===== src/rtl/jab_pkg.sv =====
package jab_pkg;

   typedef enum logic [0:0] {
      JB_RUN  = 1'b0,
      JB_LOCK = 1'b1
   } jb_state_e;

   function automatic int cnt_width(input int limit);
      return (limit < 2) ? 1 : $clog2(limit + 1);
   endfunction

endpackage


===== src/rtl/jab_tick_counter.sv =====
module jab_tick_counter #(
   parameter int LIMIT = 4
) (
   input  logic clk,
   input  logic rst_n,
   input  logic clr,
   input  logic inc,
   output logic hit
);
   localparam int W = jab_pkg::cnt_width(LIMIT);
   localparam logic [W-1:0] LAST = W'(LIMIT - 1);

   if (LIMIT < 1) begin : g_bad_limit
      $error("jab_tick_counter: LIMIT must be at least 1");
   end

   logic [W-1:0] cnt_q;

   assign hit = inc && !clr && (cnt_q == LAST);

   always_ff @(posedge clk or negedge rst_n) begin
      if (!rst_n) begin
         cnt_q <= '0;
      end else if (clr || hit) begin
         cnt_q <= '0;
      end else if (inc) begin
         cnt_q <= cnt_q + 1'b1;
      end
   end

   // the count never passes its terminal value
   assert_cnt_range_R2 : assert property (@(posedge clk) disable iff (!rst_n)
      cnt_q <= LAST);

   // no tick, no change
   assert_hold_no_tick_R4 : assert property (@(posedge clk) disable iff (!rst_n)
      (!inc && !clr) |=> $stable(cnt_q));

endmodule


===== src/rtl/jab_ctrl_fsm.sv =====
module jab_ctrl_fsm (
   input  logic clk,
   input  logic rst_n,
   input  logic enable,
   input  logic jab_hit,
   input  logic unjab_hit,
   output logic locked
);
   import jab_pkg::*;

   jb_state_e st_q, st_d;

   always_comb begin
      st_d = st_q;
      if (!enable) begin
         st_d = JB_RUN;
      end else begin
         case (st_q)
            JB_RUN:  if (jab_hit)   st_d = JB_LOCK;
            JB_LOCK: if (unjab_hit) st_d = JB_RUN;
            default: st_d = JB_RUN;
         endcase
      end
   end

   always_ff @(posedge clk or negedge rst_n) begin
      if (!rst_n) st_q <= JB_RUN;
      else        st_q <= st_d;
   end

   assign locked = (st_q == JB_LOCK);

   // disabled watchdog cannot be locked on the next cycle
   assert_mode_clear_R8 : assert property (@(posedge clk) disable iff (!rst_n)
      !enable |=> !locked);

endmodule


===== src/rtl/tx_jabber_guard.sv =====
module tx_jabber_guard #(
   parameter int JAB_TICKS   = 100,
   parameter int UNJAB_TICKS = 500
) (
   input  logic clk,
   input  logic rst_n,
   input  logic tx_en,
   input  logic mode_10m,
   input  logic tick,
   output logic tx_gate,
   output logic jabber
);
   if (JAB_TICKS < 1 || UNJAB_TICKS < 1) begin : g_bad_cfg
      $error("tx_jabber_guard: tick limits must be at least 1");
   end

   logic locked;
   logic jab_hit, unjab_hit;
   logic jab_clr, unjab_clr;

   assign jab_clr   = !mode_10m || locked  || !tx_en;
   assign unjab_clr = !mode_10m || !locked || tx_en;

   jab_tick_counter #(.LIMIT(JAB_TICKS)) u_jab_cnt (
      .clk   (clk),
      .rst_n (rst_n),
      .clr   (jab_clr),
      .inc   (tick && tx_en),
      .hit   (jab_hit)
   );

   jab_tick_counter #(.LIMIT(UNJAB_TICKS)) u_unjab_cnt (
      .clk   (clk),
      .rst_n (rst_n),
      .clr   (unjab_clr),
      .inc   (tick && !tx_en),
      .hit   (unjab_hit)
   );

   jab_ctrl_fsm u_fsm (
      .clk       (clk),
      .rst_n     (rst_n),
      .enable    (mode_10m),
      .jab_hit   (jab_hit),
      .unjab_hit (unjab_hit),
      .locked    (locked)
   );

   assign jabber  = locked;
   assign tx_gate = !locked;

   // lockout begins only after a tick sampled with tx_en high in 10 Mb/s mode
   assert_lock_cause_R2 : assert property (@(posedge clk) disable iff (!rst_n)
      $rose(jabber) |-> $past(tx_en && tick && mode_10m));

   // a locked block with tx_en high stays locked
   assert_hold_lock_R5 : assert property (@(posedge clk) disable iff (!rst_n)
      (jabber && tx_en && mode_10m) |=> jabber);

   // release comes from an idle tick or from leaving 10 Mb/s mode
   assert_release_cause_R6 : assert property (@(posedge clk) disable iff (!rst_n)
      $fell(jabber) |-> $past((!tx_en && tick) || !mode_10m));

   // outputs complementary
   assert_gate_flag_R9 : assert property (@(posedge clk) disable iff (!rst_n)
      tx_gate != jabber);

endmodule


===== config.mk =====
export PLATFORM = sky130hd
export DESIGN_NAME = tx_jabber_guard
export DESIGN_NICKNAME = d
export VERILOG_FILES = /design/src/rtl/jab_pkg.sv /design/src/rtl/jab_tick_counter.sv /design/src/rtl/jab_ctrl_fsm.sv /design/src/rtl/tx_jabber_guard.sv
export SDC_FILE = /design/constraint.sdc
export NUM_CORES = 1
export LEC_CHECK = 0
export BUFFER_PORTS_ARGS = -buffer_cell sky130_fd_sc_hd__buf_2
export CAP_MARGIN = 20
export CORE_ASPECT_RATIO = 1.5
export CORE_UTILIZATION = 30
export DETAILED_ROUTE_END_ITERATION = 8
export PLACE_DENSITY_LB_ADDON = 0.15
export SLEW_MARGIN = 10
export SYNTH_ARGS = -nofsm -noshare
export SYNTH_HDL_FRONTEND = slang
export SYNTH_SLANG_ARGS = --single-unit
export TNS_END_PERCENT = 10

===== constraint.sdc =====
create_clock -name clk -period 2 [get_ports clk]
set_input_delay 0.1 -clock clk [delete_from_list [all_inputs] [get_ports clk]]
set_output_delay 0.1 -clock clk [all_outputs]
set_load 0.02 [all_outputs]

Yosys cells after proc, flatten, opt, wreduce, memory -nomap -nowiden
Index checks and enable logic that the tools add are counted.
{ "word_totals": {"regBits": 17, "word_cells": 35} }
{ "op_classes": {"addsub": 2, "eq_ne": 2, "muxes": 8, "bitwise_logic": 1, "reduce_logical": 19} }
{ "ops": {"columns": ["op", "count"], "rows": [
  ["9-bit two-way mux", 2],
  ["7-bit two-way mux", 2],
  ["9-bit by 1-bit adder with 9-bit output (second input constant)", 1],
  ["9-bit equality test (second input constant)", 1],
  ["7-bit by 1-bit adder with 7-bit output (second input constant)", 1],
  ["7-bit equality test (second input constant)", 1],
  ["1-bit logical AND", 6],
  ["1-bit logical OR", 6],
  ["1-bit logical NOT", 5],
  ["2-bit nonzero test", 2],
  ["1-bit two-way mux", 3],
  ["1-bit one-hot mux with 2 select lines", 1],
  ["1-bit inverter", 1]
]} }

Logic depth before layout (Yosys ltp)
{ "depth": {"word_depth": 9, "mapped_depth": 4, "depth_no_buf": 4} }

Cells and area by module
Synthesis repeated with hierarchy kept, for this count alone.
{ "unflattened": {"hier_cells": 104, "hier_area_um2": 1012.2} }
{ "modules_own_cells": {"columns": ["module", "n_inst", "cells_per_inst", "area_each_um2"], "rows": [
  ["jab_tick_counter (u_unjab_cnt)", 1, 57, 545.5],
  ["jab_tick_counter (u_jab_cnt)", 1, 39, 396.6],
  ["jab_ctrl_fsm", 1, 3, 38.8],
  ["tx_jabber_guard", 1, 5, 31.3]
]} }

Worst setup path before layout
No wires, ideal clock.
{ "synth_timing": {"path_kind": "reg-to-reg", "from": "register u_unjab_cnt.cnt_q[2]", "to": "register u_unjab_cnt.cnt_q[6]", "setup_ns": 0.136, "arrival_time_ns": 1.285, "slack_ns": 0.579, "stages_incl_launch_ff": 4, "path_buffers": 0, "synth_period_minus_slack_ns": 1.421, "cell_sequence": "dfrtp_1 > or4b_4 > o311ai_1 > a31oi_1"} }
{ "synth_via": {"elab_chain_len": 4} }
{ "synth_lines": {"columns": ["item", "line", "source"], "rows": [
  ["start: declaration", "jab_tick_counter.sv:17", "logic [W-1:0] cnt_q;"],
  ["start signal: assignment", "jab_tick_counter.sv:27", "cnt_q <= cnt_q + 1'b1;"],
  ["branches (longest 4 deep; another with 9-bit by 1-bit adder with 9-bit output)", null, null]
]} }
Parallel ways; which one is timed is not known. The select of a mux whose other input is x is not followed.
A chain may end at the register's enable or synchronous reset.

Worst setup path in the final report
{ "layout_timing": {"from": "register u_unjab_cnt.cnt_q[2]", "to": "register u_unjab_cnt.cnt_q[1]"} }
{ "layout_via": {"elab_chain_len": 4} }
{ "layout_lines": {"columns": ["item", "line", "source"], "rows": [
  ["9-bit equality test *", "jab_tick_counter.sv:19", "assign hit = inc && !clr && (cnt_q == LAST);"],
  ["1-bit logical AND *", "jab_tick_counter.sv:19", null],
  ["1-bit logical OR *", "jab_tick_counter.sv:24", "end else if (clr || hit) begin"],
  ["9-bit two-way mux or 2-bit nonzero test (tied branches)", null, null]
]} }
Every way passes the cells marked *; elsewhere a longest branch is shown, timed or not.

==> impl_metrics.json <==
{
  "worst_slack_ns": 0.454,
  "yosysTopAreaCell": "dfrtp_1",
  "status": "completed",
  "syn_to_final_growth_pct": 14.1,
  "fin_nets": 110,
  "async_flop_share": 1.00,
  "whs_path_depth": 3,
  "fp-row-count": 24,
  "wire_per_inst_um": 13.8,
  "max_cap_viol_count": 0,
  "grt_overflow_total": 0,
  "die_h_um": 69.3,
  "hp-class": "input port to flip-flop",
  "muxShareOfSynthArea": 0.0110,
  "max_slew.worst_pin.slew_ns": 0.387,
  "ant_nets": 0,
  "grt_usage": 0.138,
  "dieArea_um2": 3250,
  "rsz0062_at_grt": "false",
  "ir_drop_uv": 311,
  "final_common_cell": "dfrtp_1",
  "post_cts_resize_count": 0,
  "dr.first_iter.drc_count": 19,
  "critPathMaxStageDelay_ns": 0.58,
  "synth-seq-cells": 17,
  "vias": 715,
  "initial_core_util": 0.314,
  "p_leak_nw": 0.397,
  "avgSynthCellArea_um2": 9.85,
  "crit_chain": "or4b_4 > o31ai_4 > nor2_1",
  "coreArea_um2": 2880,
  "critical-path-top-delay-family": "simple AND/OR/NAND/NOR gates",
  "syn_area_um2": 906,
  "cts_tree": "yes",
  "ys_top_cells_by_area": "dfrtp_1 47%, or3_1 4.8%, nand2_1 4.1%, a21oi_1 3.3%, o21ai_0 3.3%",
  "port-buffer-count": 6,
  "postCtsSetupRepairBufs": 0,
  "met1_length_um": 823,
  "cts_made_buffers": 3,
  "power_w": 0.000623,
  "finalSetupViolCount": 0,
  "crit_arrival_ns": 1.67,
  "reg2regPathDepth": 3,
  "tns_ns": 0,
  "io_pins": 7,
  "slew_headroom": 0.742,
  "yosysWarnings": 0,
  "power_density_nw_per_um2": 603,
  "layout_common_cells": "17 x dfrtp_1, 10 x nand2_1, 8 x nor2_1",
  "endpoint_kind": "flip-flop",
  "drc": 0,
  "path_clk_slew_ns": 0.07,
  "cp.depth": 3,
  "cp_max_fo": 6,
  "synth_compound_area_frac": 0.173,
  "cts-root-buf": "clkbuf_8",
  "clk_latency_ns": 0.25,
  "synthCells": 92,
  "fin_crit_ns": 1.55,
  "synth_top_area_share": 0.470,
  "ys_types": 29,
  "synth-xor-area-share": 0.0580,
  "synth_top_family_by_area": "simple AND/OR/NAND/NOR gates",
  "crit_type": "flip-flop to flip-flop",
  "clk_path_buf_depth": 2,
  "cp-start-kind": "flip-flop",
  "ys_seq_area_frac": 0.470,
  "htree_levels": 1,
  "hpwl_um": 1430,
  "wl_met3_um": 32,
  "synth-edff-count": 0,
  "hold_viol": 0,
  "final.setup_skew_ns": 0.00354,
  "dieWidth_um": 46.9,
  "n_fill_cell": 313,
  "diodes": 0,
  "final_core_util": 0.359,
  "viasPerCell": 5.07,
  "first_global_vias": 743,
  "grt_max_degree": 18,
  "grt_pass1_wl_um": 3330,
  "pre_cts_slack_ns": 0.474,
  "routed.top_layer": "met4",
  "place_congestion": 0.779,
  "slew_viol_final": 0,
  "max_freq_mhz": 647,
  "required_ns": 2.13,
  "synthSimpleGateAreaFrac": 0.236,
  "drt_first_pass_iters": 6,
  "ys.flop_type": "dfrtp_1",
  "slowest_stage": "or4b_4",
  "drt-total-wl_um": 1950,
  "antenna_found_initial": 0,
  "synth.net_count": 99,
  "critPathBufInv": 0,
  "cts.sinks": 17,
  "wl_met2_um": 1080,
  "drive_above_1_share": 0.147,
  "period_share": 0.773,
  "synth_fa_ha_area_frac": 0.0276
}
[Yosys cell counts, types with 2 or more instances]
| library cell | n |
|---|---|
| xnor2_1 | 3 |
| o311ai_1 | 2 |
| o21ai_0 | 6 |
| ha_1 | 2 |
| nand4_1 | 4 |
| xor2_1 | 3 |
| nand3_1 | 3 |
| inv_1 | 4 |
| dfrtp_1 | 17 |
| nand2_1 | 10 |
| nand3b_1 | 2 |
| a21oi_1 | 6 |
| nor2_1 | 8 |
| or3_1 | 7 |
[repair_timing]
item / CTS / global route
hold buffers: 1 / 0
hold endpoints to repair: 17 / 0
endpoints found under the setup margin: 0 / 0
[where the power goes]
part           total [W]  internal, W  switching (W)
clock           0.000251     0.000138       0.000113
sequential      0.000346     0.000345     0.00000100
combinational  0.0000266   0.00000830      0.0000183
total           0.000623     0.000491       0.000132
[stage by stage]
stage          instances  instance area (µm²)  hold slack (ns)
6_report             141                 1030            0.175
4_1_cts              141                 1030            0.163
5_1_grt              141                 1030            0.172
3_3_place_gp         136                  977           0.0503
3_5_place_dp         136                  977           0.0538
2_1_floorplan         92                  906           -0.196
[kinds of logic after synthesis]
family / after synthesis
multiplexers: 1
buffers and inverters: 5
XOR/XNOR: 6
adder cells (fa/ha/maj): 2
AND/OR/NAND/NOR: 39
flip-flops: 17
AO/OA/AOI/OAI: 22
[worst paths after layout]
check	slack (ns)	to	from
hold reg to reg	0.50	u_unjab_cnt.cnt_q[8]	u_unjab_cnt.cnt_q[8]
setup reg to reg	0.45	u_unjab_cnt.cnt_q[1]	u_unjab_cnt.cnt_q[2]
min in group asynchronous	0.30	u_unjab_cnt.cnt_q[3]	rst_n
max in group asynchronous	1.42	u_unjab_cnt.cnt_q[6]	rst_n
hold / removal	0.17	u_jab_cnt.cnt_q[1]	tx_en
setup / recovery	0.45	u_unjab_cnt.cnt_q[1]	u_unjab_cnt.cnt_q[2]
[tightest hold or removal path, cell delays in order]
cell     delay [ns]
buf_2          0.15
nand3_1        0.08
a21oi_1        0.06
[metal layers]
layer	up-vias	track usage
met5	-	0
met4	0	0.0571
met3	2	0.0234
met2	7	0.227
met1	346	0.169
li1	360	-
[sequential cells by signal, summed over array words and instances, names as in the netlist]
register / cells
u_fsm.locked: 1
u_unjab_cnt.cnt_q: 9
u_jab_cnt.cnt_q: 7
[final cells by class]
cell class | count | area (µm²) | area share
tap | 39 | 48.8 | 0.0472
multi-input combinational | 70 | 458 | 0.443
clock buffer | 3 | 41.3 | 0.0400
sequential | 17 | 425 | 0.412
clock inverter | 1 | 5.00 | 0.00484
timing repair buffer | 7 | 40.0 | 0.0387
inverter | 4 | 15.0 | 0.0145
No activity file was read; power rests on OpenSTA's default activity.
